--- src/rtl/bus8_pkg.sv ---
package bus8_pkg;

  typedef enum logic [3:0] {
    ST_IDLE,
    ST_T1,
    ST_T2,
    ST_T3,
    ST_TW,
    ST_T4,
    ST_HPRE,
    ST_HALE,
    ST_HALTED
  } bus_state_e;

  // strobe window: T2, T3 and wait states
  function automatic logic is_strobe(bus_state_e s);
    return (s == ST_T2) || (s == ST_T3) || (s == ST_TW);
  endfunction

  // whole byte cycle, T1 through T4
  function automatic logic is_cycle(bus_state_e s);
    return (s == ST_T1) || is_strobe(s) || (s == ST_T4);
  endfunction

  function automatic logic is_halt(bus_state_e s);
    return (s == ST_HPRE) || (s == ST_HALE) || (s == ST_HALTED);
  endfunction

endpackage

--- src/rtl/bus8_seq.sv ---
module bus8_seq
  import bus8_pkg::*;
#(
  parameter int ADDR_W = 16,
  parameter int BUS_W  = 8
) (
  input  logic                 clk,
  input  logic                 rst,
  input  logic                 req_valid,
  input  logic                 req_write,
  input  logic                 req_wide,
  input  logic                 req_io,
  input  logic                 req_halt,
  input  logic [ADDR_W-1:0]    req_addr,
  input  logic [2*BUS_W-1:0]   req_wdata,
  input  logic                 ready,
  output bus_state_e           st_q,
  output bus_state_e           st_d,
  output logic                 beat_q,
  output logic                 beat_d,
  output logic                 write_q,
  output logic                 write_d,
  output logic                 io_d,
  output logic [ADDR_W-1:0]    addr_d,
  output logic [2*BUS_W-1:0]   wdata_d,
  output logic                 req_ready,
  output logic                 done
);
  localparam int WORD_W = 2 * BUS_W;

  logic              accept;
  logic              wide_q;
  logic              io_q;
  logic [ADDR_W-1:0] addr_q;
  logic [WORD_W-1:0] wdata_q;

  assign accept  = (st_q == ST_IDLE) && req_valid;
  assign write_d = accept ? req_write : write_q;
  assign io_d    = accept ? req_io    : io_q;
  assign addr_d  = accept ? req_addr  : addr_q;
  assign wdata_d = accept ? req_wdata : wdata_q;

  always_comb begin
    st_d   = st_q;
    beat_d = beat_q;
    unique case (st_q)
      ST_IDLE: begin
        if (accept) begin
          if (req_halt) begin
            st_d = ST_HPRE;
          end else begin
            st_d   = ST_T1;
            beat_d = 1'b0;
          end
        end
      end
      ST_T1:        st_d = ST_T2;
      ST_T2:        st_d = ST_T3;
      ST_T3, ST_TW: st_d = ready ? ST_T4 : ST_TW;
      ST_T4: begin
        if (wide_q && !beat_q) begin
          st_d   = ST_T1;
          beat_d = 1'b1;
        end else begin
          st_d = ST_IDLE;
        end
      end
      ST_HPRE:      st_d = ST_HALE;
      ST_HALE:      st_d = ST_HALTED;
      ST_HALTED:    st_d = ST_HALTED;
      default:      st_d = ST_IDLE;
    endcase
  end

  always_ff @(posedge clk) begin
    if (rst) begin
      st_q      <= ST_IDLE;
      beat_q    <= 1'b0;
      write_q   <= 1'b0;
      wide_q    <= 1'b0;
      io_q      <= 1'b0;
      addr_q    <= '0;
      wdata_q   <= '0;
      req_ready <= 1'b1;
      done      <= 1'b0;
    end else begin
      st_q      <= st_d;
      beat_q    <= beat_d;
      req_ready <= (st_d == ST_IDLE);
      done      <= (st_q == ST_T4) && (st_d == ST_IDLE);
      if (accept) begin
        write_q <= req_write;
        wide_q  <= req_wide;
        io_q    <= req_io;
        addr_q  <= req_addr;
        wdata_q <= req_wdata;
      end
    end
  end

endmodule

--- src/rtl/bus8_strobe.sv ---
module bus8_strobe
  import bus8_pkg::*;
(
  input  logic       clk,
  input  logic       rst,
  input  bus_state_e st_d,
  input  logic       write_d,
  input  logic       io_d,
  output logic       ale,
  output logic       rd_n,
  output logic       wr_n,
  output logic       io_m,
  output logic       dt_r,
  output logic       sso
);
  // outputs follow the next state, so each is a plain flop
  always_ff @(posedge clk) begin
    if (rst) begin
      ale  <= 1'b0;
      rd_n <= 1'b1;
      wr_n <= 1'b1;
      io_m <= 1'b0;
      dt_r <= 1'b1;
      sso  <= 1'b1;
    end else begin
      ale  <= (st_d == ST_T1) || (st_d == ST_HALE);
      rd_n <= !(is_strobe(st_d) && !write_d);
      wr_n <= !(is_strobe(st_d) && write_d);
      if (is_cycle(st_d)) begin
        io_m <= io_d;
        dt_r <= write_d;
        sso  <= !write_d;
      end else if (is_halt(st_d)) begin
        io_m <= 1'b1;
        dt_r <= 1'b1;
        sso  <= 1'b1;
      end else begin
        io_m <= 1'b0;
        dt_r <= 1'b1;
        sso  <= 1'b1;
      end
    end
  end

endmodule

--- src/rtl/bus8_addr_path.sv ---
module bus8_addr_path
  import bus8_pkg::*;
#(
  parameter int ADDR_W = 16,
  parameter int BUS_W  = 8
) (
  input  logic                     clk,
  input  logic                     rst,
  input  bus_state_e               st_d,
  input  logic                     beat_d,
  input  logic                     write_d,
  input  logic [ADDR_W-1:0]        addr_d,
  input  logic [2*BUS_W-1:0]       wdata_d,
  output logic [ADDR_W-BUS_W-1:0]  a_hi,
  output logic [BUS_W-1:0]         ad_out,
  output logic                     ad_oe
);
  logic [ADDR_W-1:0] byte_addr;
  logic [BUS_W-1:0]  wbyte;

  assign byte_addr = addr_d + {{(ADDR_W-1){1'b0}}, beat_d};
  assign wbyte     = beat_d ? wdata_d[2*BUS_W-1:BUS_W] : wdata_d[BUS_W-1:0];

  always_ff @(posedge clk) begin
    if (rst) begin
      a_hi   <= '0;
      ad_out <= '0;
      ad_oe  <= 1'b0;
    end else if (st_d == ST_T1) begin
      a_hi   <= byte_addr[ADDR_W-1:BUS_W];
      ad_out <= byte_addr[BUS_W-1:0];
      ad_oe  <= 1'b1;
    end else if (write_d && (is_strobe(st_d) || (st_d == ST_T4))) begin
      ad_out <= wbyte;
      ad_oe  <= 1'b1;
    end else begin
      ad_oe  <= 1'b0;
    end
  end

endmodule

--- src/rtl/bus8_rdata_asm.sv ---
module bus8_rdata_asm
  import bus8_pkg::*;
#(
  parameter int BUS_W = 8
) (
  input  logic                 clk,
  input  logic                 rst,
  input  bus_state_e           st_q,
  input  logic                 beat_q,
  input  logic                 write_q,
  input  logic                 ready,
  input  logic [BUS_W-1:0]     ad_in,
  output logic [2*BUS_W-1:0]   rdata
);
  localparam int LANES = 2;

  logic clear;
  logic cap;

  assign clear = (st_q == ST_T1) && !beat_q;
  assign cap   = ((st_q == ST_T3) || (st_q == ST_TW)) && ready && !write_q;

  for (genvar g = 0; g < LANES; g++) begin : g_lane
    logic [BUS_W-1:0] lane_q;
    always_ff @(posedge clk) begin
      if (rst || clear) begin
        lane_q <= '0;
      end else if (cap && (int'(beat_q) == g)) begin
        lane_q <= ad_in;
      end
    end
    assign rdata[g*BUS_W +: BUS_W] = lane_q;
  end

endmodule

--- src/rtl/bus8_cycle_ctrl.sv ---
module bus8_cycle_ctrl
  import bus8_pkg::*;
#(
  parameter int ADDR_W = 16,
  parameter int BUS_W  = 8
) (
  input  logic                     clk,
  input  logic                     rst,
  input  logic                     req_valid,
  input  logic                     req_write,
  input  logic                     req_wide,
  input  logic                     req_io,
  input  logic                     req_halt,
  input  logic [ADDR_W-1:0]        req_addr,
  input  logic [2*BUS_W-1:0]       req_wdata,
  output logic                     req_ready,
  output logic                     done,
  output logic [2*BUS_W-1:0]       rdata,
  input  logic                     ready,
  input  logic [BUS_W-1:0]         ad_in,
  output logic [BUS_W-1:0]         ad_out,
  output logic                     ad_oe,
  output logic [ADDR_W-BUS_W-1:0]  a_hi,
  output logic                     ale,
  output logic                     rd_n,
  output logic                     wr_n,
  output logic                     dt_r,
  output logic                     io_m,
  output logic                     sso
);
  localparam int WORD_W = 2 * BUS_W;

  bus_state_e        st_q;
  bus_state_e        st_d;
  logic              beat_q;
  logic              beat_d;
  logic              write_q;
  logic              write_d;
  logic              io_d;
  logic [ADDR_W-1:0] addr_d;
  logic [WORD_W-1:0] wdata_d;

  bus8_seq #(.ADDR_W(ADDR_W), .BUS_W(BUS_W)) seq_i (
    .clk(clk), .rst(rst),
    .req_valid(req_valid), .req_write(req_write), .req_wide(req_wide),
    .req_io(req_io), .req_halt(req_halt), .req_addr(req_addr),
    .req_wdata(req_wdata), .ready(ready),
    .st_q(st_q), .st_d(st_d), .beat_q(beat_q), .beat_d(beat_d),
    .write_q(write_q), .write_d(write_d), .io_d(io_d),
    .addr_d(addr_d), .wdata_d(wdata_d),
    .req_ready(req_ready), .done(done)
  );

  bus8_strobe strobe_i (
    .clk(clk), .rst(rst), .st_d(st_d), .write_d(write_d), .io_d(io_d),
    .ale(ale), .rd_n(rd_n), .wr_n(wr_n), .io_m(io_m), .dt_r(dt_r), .sso(sso)
  );

  bus8_addr_path #(.ADDR_W(ADDR_W), .BUS_W(BUS_W)) addr_i (
    .clk(clk), .rst(rst), .st_d(st_d), .beat_d(beat_d), .write_d(write_d),
    .addr_d(addr_d), .wdata_d(wdata_d),
    .a_hi(a_hi), .ad_out(ad_out), .ad_oe(ad_oe)
  );

  bus8_rdata_asm #(.BUS_W(BUS_W)) rdat_i (
    .clk(clk), .rst(rst), .st_q(st_q), .beat_q(beat_q), .write_q(write_q),
    .ready(ready), .ad_in(ad_in), .rdata(rdata)
  );

endmodule

--- config.mk ---
export PLATFORM = sky130hd
export DESIGN_NAME = bus8_cycle_ctrl
export DESIGN_NICKNAME = d
export VERILOG_FILES = /design/src/rtl/bus8_pkg.sv /design/src/rtl/bus8_seq.sv /design/src/rtl/bus8_strobe.sv /design/src/rtl/bus8_addr_path.sv /design/src/rtl/bus8_rdata_asm.sv /design/src/rtl/bus8_cycle_ctrl.sv
export SDC_FILE = /design/constraint.sdc
export NUM_CORES = 1
export LEC_CHECK = 0
export CORE_MARGIN = 2
export CORE_UTILIZATION = 47
export DETAILED_ROUTE_END_ITERATION = 8
export HOLD_SLACK_MARGIN = 0.15
export PLACE_DENSITY_LB_ADDON = 0.12
export SLEW_MARGIN = 20
export SYNTH_ARGS = -nofsm -noshare
export SYNTH_HDL_FRONTEND = slang
export SYNTH_SLANG_ARGS = --single-unit
--- constraint.sdc ---
create_clock -name clk -period 4.09 [get_ports clk]
set_clock_uncertainty 0.15 [all_clocks]
set_input_delay 0.818 -clock clk [delete_from_list [all_inputs] [get_ports clk]]
set_output_delay 0.818 -clock clk [all_outputs]
set_load 0.05 [all_outputs]
==> results of run 1 <==
## kinds of logic after synthesis
group | share of synthesized area (%)
simple gates | 25.05
fa+ha+maj | 0.6497
xor+xnor | 3.866
mux | 8.902
compound gates | 16.02
flops | 42.11
buf+inv | 3.411
## worst max-delay path, cell delays in order
cell,delay [ns]
clkdlybuf4s50_1,0.57
nand2b_1,0.17
nor2_2,0.15
nand2_1,0.08
nand2_1,0.06
ha_1,0.22
nand3_1,0.16
nor3_1,0.37
mux2i_1,0.17
o21bai_1,0.20
nor4b_1,0.31
a211o_1,0.14
## per-stage QoR
stage          instances  worst slack [ns]  power, mW  cell area, µm²
6_report             659            0.8065      2.148            4986
5_1_grt              659            0.5873      2.275            4986
4_1_cts              659            0.8406      2.163            4986
3_5_place_dp         643            0.4839      1.629            4807
3_3_place_gp         643            0.5772      1.621            4807
2_1_floorplan        471            0.5044      1.396            3851
## registers in the layout (all words and copies together) (netlist names), 4 cells and up
register	count
rdat_i.g_lane.lane_q	16
addr_i.a_hi	8
addr_i.ad_out	8
seq_i.addr_q	16
seq_i.wdata_q	16
seq_i.st_q	4
## cell type report
cell class	instances	area (µm²)	area share, %
inverters	2	7.507	0.1506
multi-input cells	358	2103	42.18
flip-flops and latches	81	1622	32.52
clock buffers	9	123.9	2.484
clock inverters	7	55.05	1.104
repair buffers	97	943.4	18.92
well taps	105	131.4	2.635
## cell usage after synthesis, types with 3 or more instances
library cell,number
a21oi_1,49
nor3_1,12
a211oi_1,7
xor2_1,7
buf_2,9
xnor2_1,10
or3_1,6
nor4_1,4
nand3_1,9
clkbuf_1,20
nor2_1,56
nand2_1,81
a221oi_1,5
dfxtp_1,81
o211ai_1,5
o21ai_0,14
mux2i_1,32
nand4_1,12
nand2b_1,3
nor2b_1,8
## report_power, final
group          internal, mW  switching, mW
logic                 0.258          0.418
registers             0.870         0.0664
clock network         0.226          0.310
## final timing paths
kind | startpoint | to | depth (start not counted)
worst max-delay path | req_valid | addr_i.a_hi[7]$_SDFFE_PP0P_ | 12
worst min-delay path | seq_i.wdata_q[2]$_SDFF_PP0_ | seq_i.wdata_q[2]$_SDFF_PP0_ | 2
worst max register to register | seq_i.st_q[0]$_SDFF_PP0_ | addr_i.a_hi[7]$_SDFFE_PP0P_ | 10
worst min register to register | seq_i.wdata_q[2]$_SDFF_PP0_ | seq_i.wdata_q[2]$_SDFF_PP0_ | 2
## routing by layer
layer / share of wire (%) / global-route usage, % / vias up / wire (µm)
li1: - / - / 1818 / -
met5: 0 / 0 / - / 0
met1: 49 / 33.23 / 1696 / 4979
met3: 3.5 / 4.310 / 7 / 359
met4: 1.1 / 6.401 / 0 / 110
met2: 47 / 37.68 / 74 / 4787
==> results by group, run 1 <==
Run status
  – Run status: finished, final reports clean

Clock tree
  – Root buf cell: clkbuf_8
  – Register clock-pin slew on the reported worst setup and hold paths: roughly 0.08 ns
  – Worst skew pair latency: ~0.35 ns
  – Number of CTS-inserted buffers: 9
  – TritonCTS clock tree: yes
  – H-tree depth: 3
  – Hold-fix buffers, CTS: 0
  – Cts repair resizes: 0
  – CTS Buffer Depth: 2
  – Postcts setup bufs: 0
  – CTS sink count: 81

Yosys
  – Yosys top cell by area: dfxtp_1
  – Main area contributors after synthesis: dfxtp_1 (42%), mux2i_1 (8.3%), nand2_1 (7.9%)
  – Ys flop type: dfxtp_1
  – Synthesized area per cell: between 8 and 9 µm²
  – Cells after synthesis: about 470
  – FFs w/ async S/R, synth: 0%
  – Sequential area share after synthesis: between 40 and 50%
  – Yosys top cell area share: approximately 42%
  – Synth cell types: 48
  – Mapped Area: about 3900 µm²
  – Synthesized net count: roughly 520
  – Ys Warns: 0
  – Flops & latches, synth: slightly above 80
  – Post-synth EDFFs: 0

STA
  – Final setup fails: 0
  – Fmax: approximately 300 MHz
  – Relative slew slack: between 40% and 50%
  – Slew Viols, Final: 0
  – Count of final hold-check violations: 0
  – Final min period: roughly 3.3 ns
  – TNS Setup: 0 ns
  – Period utilization: 80.28%
  – Min Hold Slack: 0.3104 ns
  – Worst-margin pin slew: ~0.83 ns
  – RSZ-0062 raised after global routing: no

Layout
  – Final #Nets: 599
  – # diodes: 0
  – Commonest non-fill, non-tap cells in the layout: clkdlybuf4s50_1 (87), dfxtp_1 (81), nand2_1 (80), nor2_1 (55), a21oi_1 (49)
  – Filler cells: between 700 and 800
  – Area growth from synthesis to layout: 29.47%
  – Most common cell after layout, fill and taps aside: clkdlybuf4s50_1
  – Utilization after layout: between 60 and 70%
  – Share of cells above drive strength 1: under 10%

Route
  – Via Count: 3595
  – DRT antenna net count: 0
  – Routed WL: 10.24 mm
  – Routed vias/inst: roughly 5.5
  – Pre-Repair DR Iteration Count: 6
  – Initial DRC count: 172
  – # DRC: 0
  – WL/cell: around 16 µm

Die
  – Core Rows: 33
  – Die H: around 95 µm
  – I/O Pins: 89
  – Die W: 94.52 µm
  – DIE AREA: about 8900 µm²
  – Core area: between 8000 and 9000 µm²
  – Initial Util: 47.59%

Power and ir drop
  – Max IR drop VDD: roughly 0.22 mV
  – Power per cell area: approximately 430 nW/µm²
  – Leakage: 1.872 nW

Placement
  – DP HPWL: 7.321 mm
  – I/O Buffers: 88
  – GPL Wtd Cong: 0.9251

GRT
  – Initial antenna violation count: 0
  – First-pass GRT wire length: around 17 mm
  – Number of global-route vias before repair: 3366
  – Largest net degree at the start of global routing: 45
  – Total grt overflow: 0
  – GRT Util Overall: 23.74%

Critical path
  – Reg2Reg Setup Slack: about 1.1 ns
  – Startpoint types: input pin
  – CP Max Fanout: 5
  – Crit. End Element: flop
  – Critical path required time: between 4 and 5 ns
  – Crit path DAT: between 3 and 4 ns
  – Critical setup path kind: in -> reg

Job
  – Max Cap Viol: 0

Worst hold path
  – Hold WC Path Type: reg -> reg
Power figures use the tool's default switching activity.
==> run 2: changes to the inputs <==
==> constraint.sdc (replaced) <==
create_clock -name clk -period 3.2 [get_ports clk]
set_clock_uncertainty 0.15 [all_clocks]
set_input_delay 0.64 -clock clk [delete_from_list [all_inputs] [get_ports clk]]
set_output_delay 0.64 -clock clk [all_outputs]
set_load 0.05 [all_outputs]
==> run 2 against run 1 <==
  * Via count rose by 4.7%
  * Global-route usage rose by 1.3 points
  * Utilization rose by 2.7 points
  * Sequential power rose by 27%
  * Worst hold slack got worse by 0.0049 ns
  * Die area did not move
  * Cell count rose by 3.6%
  * Design area rose by 4.4%
  * Register-to-register slack got worse by 0.74 ns
  * Sequential share of layout area fell by 1.4 points
  * Non-clock buffer count rose by 24
  * Clock power rose by 45%
  * Largest power group unchanged
==> results by group, run 2 (synthesis results as in run 1) <==
STA
  – Min Hold Slack: 0.3055 ns (was 0.3104 ns)
  – Relative slew slack: 64.05% (was 44.45%)
  – Final setup fails: 0 (unchanged)
  – RSZ-0062 raised after global routing: no (unchanged)
  – Final min period: approximately 3.0 ns
  – TNS Setup: 0 ns (unchanged)
  – Fmax: about 330 MHz
  – Count of final hold-check violations: 0 (unchanged)
  – Period utilization: between 90% and 100%
  – Worst-margin pin slew: 0.5375 ns (was 0.8288 ns)
  – Slew Viols, Final: 0 (unchanged)

Critical path
  – Critical path required time: 3.34 ns (was 4.24 ns)
  – Critical R2R Capture: addr_i.a_hi[7]$_SDFFE_PP0P_ (unchanged)
  – Crit path DAT: 3.13 ns (was 3.43 ns)
  – Crit path capture: addr_i.a_hi[7]$_SDFFE_PP0P_ (unchanged)
  – Reg2Reg Setup Slack: 0.33 ns (was 1.07 ns)
  – Max incr delay on CP: 0.51 ns (was 0.57 ns)
  – Startpoint types: input pin (unchanged)
  – Worst R2R Path Depth: 11 (was 10)
  – Critical setup path kind: in -> reg (unchanged)
  – WP depth: 12 (unchanged)
  – Worst path slowest cell: clkdlybuf4s50_1 (unchanged)
  – Critical path buffer and inverter count: 1 (unchanged)
  – Cells along the critical path: clkdlybuf4s50_1 > nor2b_1 > nand2_2 > nor2_1 > nor2_1 > ha_1 > nand3_1 > nor3_1 > mux2i_1 > o21bai_1 > nor4b_1 > a211o_1 (was clkdlybuf4s50_1 > nand2b_1 > nor2_2 > nand2_1 > nand2_1 > ha_1 > nand3_1 > nor3_1 > mux2i_1 > o21bai_1 > nor4b_1 > a211o_1)
  – CP Max Fanout: 5 (unchanged)
  – Reg2reg start: seq_i.st_q[2]$_SDFF_PP0_ (was seq_i.st_q[0]$_SDFF_PP0_)
  – Crit path from: req_valid (unchanged)
  – Crit. End Element: flop (unchanged)
  – Most used cell, CP: nor2_1 (was nand2_1)
  – Cell family with most CP delay: simple AND/OR/NAND/NOR gates (unchanged)

Clock tree
  – Register clock-pin slew on the reported worst setup and hold paths: 0.09 ns (was 0.08 ns)
  – H-tree depth: 3 (unchanged)
  – TritonCTS clock tree: yes (unchanged)
  – Root buf cell: clkbuf_8 (unchanged)
  – CTS Buffer Depth: 2 (unchanged)
  – Worst skew pair latency: 0.35 ns (about the same)
  – Cts repair resizes: 0 (unchanged)
  – Number of CTS-inserted buffers: 9 (unchanged)
  – Postcts setup bufs: 0 (unchanged)
  – Hold-fix buffers, CTS: 0 (unchanged)
  – CTS sink count: 81 (unchanged)

Placement
  – I/O Buffers: 88 (unchanged)
  – GPL Wtd Cong: 0.8781 (was 0.9251)
  – Placed instance area: 5000 µm² (was 4807 µm²)
  – DP HPWL: 7.846 mm (was 7.321 mm)

Route
  – Pre-Repair DR Iteration Count: 4 (was 6)
  – WL/cell: 15.76 µm (was 15.53 µm)
  – # DRC: 0 (unchanged)
  – DRT antenna net count: 0 (unchanged)
  – Routed vias/inst: 5.511 (was 5.455)
  – Initial DRC count: 219 (was 172)
  – Via Count: 3764 (was 3595)
  – Routed WL: 10.77 mm (was 10.24 mm)

Layout
  – Area growth from synthesis to layout: 35.12% (was 29.47%)
  – Utilization after layout: 64.30% (was 61.61%)
  – Most common cell after layout, fill and taps aside: clkdlybuf4s50_1 (unchanged)
  – Sequential cell area: 1622 µm² (unchanged)
  – Biggest regs: rdat_i.g_lane.lane_q (16), seq_i.addr_q (16), seq_i.wdata_q (16) (unchanged)
  – Final #Nets: 623 (was 599)
  – Share of cells above drive strength 1: 10.73% (was 6.859%)
  – Multi-input combinational cell area: 2103 µm² (unchanged)
  – # diodes: 0 (unchanged)
  – Fin area: 5204 µm² (was 4986 µm²)
  – Filler cells: 739 (was 775)
  – Commonest non-fill, non-tap cells in the layout: clkdlybuf4s50_1 (87), dfxtp_1 (81), nand2_1 (80), nor2_1 (55), a21oi_1 (49) (unchanged)

Power and ir drop
  – Power per cell area: 556.0 nW/µm² (was 430.7 nW/µm²)
  – Max IR drop VDD: 0.3495 mV (was 0.2177 mV)
  – Leakage: 2.009 nW (was 1.872 nW)

GRT
  – M1 GR Usage: 34.87% (was 33.23%)
  – First-pass GRT wire length: 17.33 mm (was 16.59 mm)
  – Initial antenna violation count: 0 (unchanged)
  – Met3 usage: 3.911% (was 4.310%)
  – Total grt overflow: 0 (unchanged)
  – GR Util met2: 39.70% (was 37.68%)
  – Number of global-route vias before repair: 3445 (was 3366)
  – Most used routing layer: met2 (unchanged)
  – GRT Util Overall: 25.00% (was 23.74%)
  – Largest net degree at the start of global routing: 37 (was 45)

Die
  – DIE AREA: 8934 µm² (unchanged)
  – Die H: 94.52 µm (unchanged)
  – Core Rows: 33 (unchanged)
  – I/O Pins: 89 (unchanged)
  – Die W: 94.52 µm (unchanged)
  – Core area: 8093 µm² (unchanged)
  – Initial Util: 47.59% (unchanged)

Run status
  – Run status: finished, final reports clean (unchanged)

Job
  – Max Cap Viol: 0 (unchanged)

Worst hold path
  – Hold path start: addr_i.a_hi[2]$_SDFFE_PP0P_ (was seq_i.wdata_q[2]$_SDFF_PP0_)
  – Hold WC Path Type: reg -> reg (unchanged)
==> run 2: changes by cell type in the layout (fill, tap and decap cells not counted) <==
cell        before  now
buf_4            9   32
inv_6            2    0
buf_12           0    1
bufinv_16        0    1
clkinv_4         2    3
clkinvlp_4       2    1
inv_8            0    1
==> run 2: worst min-delay path by stage <==
| stage | cells past startpoint | end | slack, ns |
|---|---|---|---|
| finish | 2 | addr_i.a_hi[2]$_SDFFE_PP0P_ | 0.31 |
| global route | 2 | seq_i.wdata_q[4]$_SDFF_PP0_ | 0.33 |
| CTS | 2 | seq_i.wdata_q[12]$_SDFF_PP0_ | 0.31 |
| detailed placement | 2 | addr_i.a_hi[2]$_SDFFE_PP0P_ | 0.29 |
| global placement | 2 | addr_i.a_hi[2]$_SDFFE_PP0P_ | 0.29 |
| floorplan | 2 | seq_i.wdata_q[6]$_SDFF_PP0_ | 0.29 |
==> run 2: worst min-delay path, stage by stage (launching register included) <==
cell     delay [ns]
dfxtp_1        0.32
nand2_1        0.05
a21oi_1        0.05
==> run 2: layout make-up <==
| type | instances | area share [%] |
|---|---|---|
| inverter | 2 | 0.1443 |
| multi-input combinational | 358 | 40.42 |
| sequential | 81 | 31.16 |
| clock buffer | 9 | 2.380 |
| tap | 105 | 2.525 |
| timing repair buffer | 121 | 21.83 |
| clock inverter | 7 | 1.539 |
==> run 2: routing by layer <==
layer / vias up / routed length [µm]
li1: 1854 / -
met1: 1769 / 4975
met2: 133 / 5116
met3: 8 / 566
met4: 0 / 107
met5: - / 0
==> run 2: per-stage QoR <==
stage,setup slack [ns],power [mW],std cells
floorplan,0.01867,1.785,471
global placement,-0.01048,2.121,667
detailed placement,-0.1142,2.133,667
CTS,0.2363,2.905,683
global route,0.01426,3.047,683
finish,0.2125,2.893,683
==> run 2: where the power goes <==
group	total [mW]	internal (mW)	switching (mW)
registers	1.19	1.11	0.0768
clock network	0.774	0.369	0.405
logic	0.931	0.368	0.563
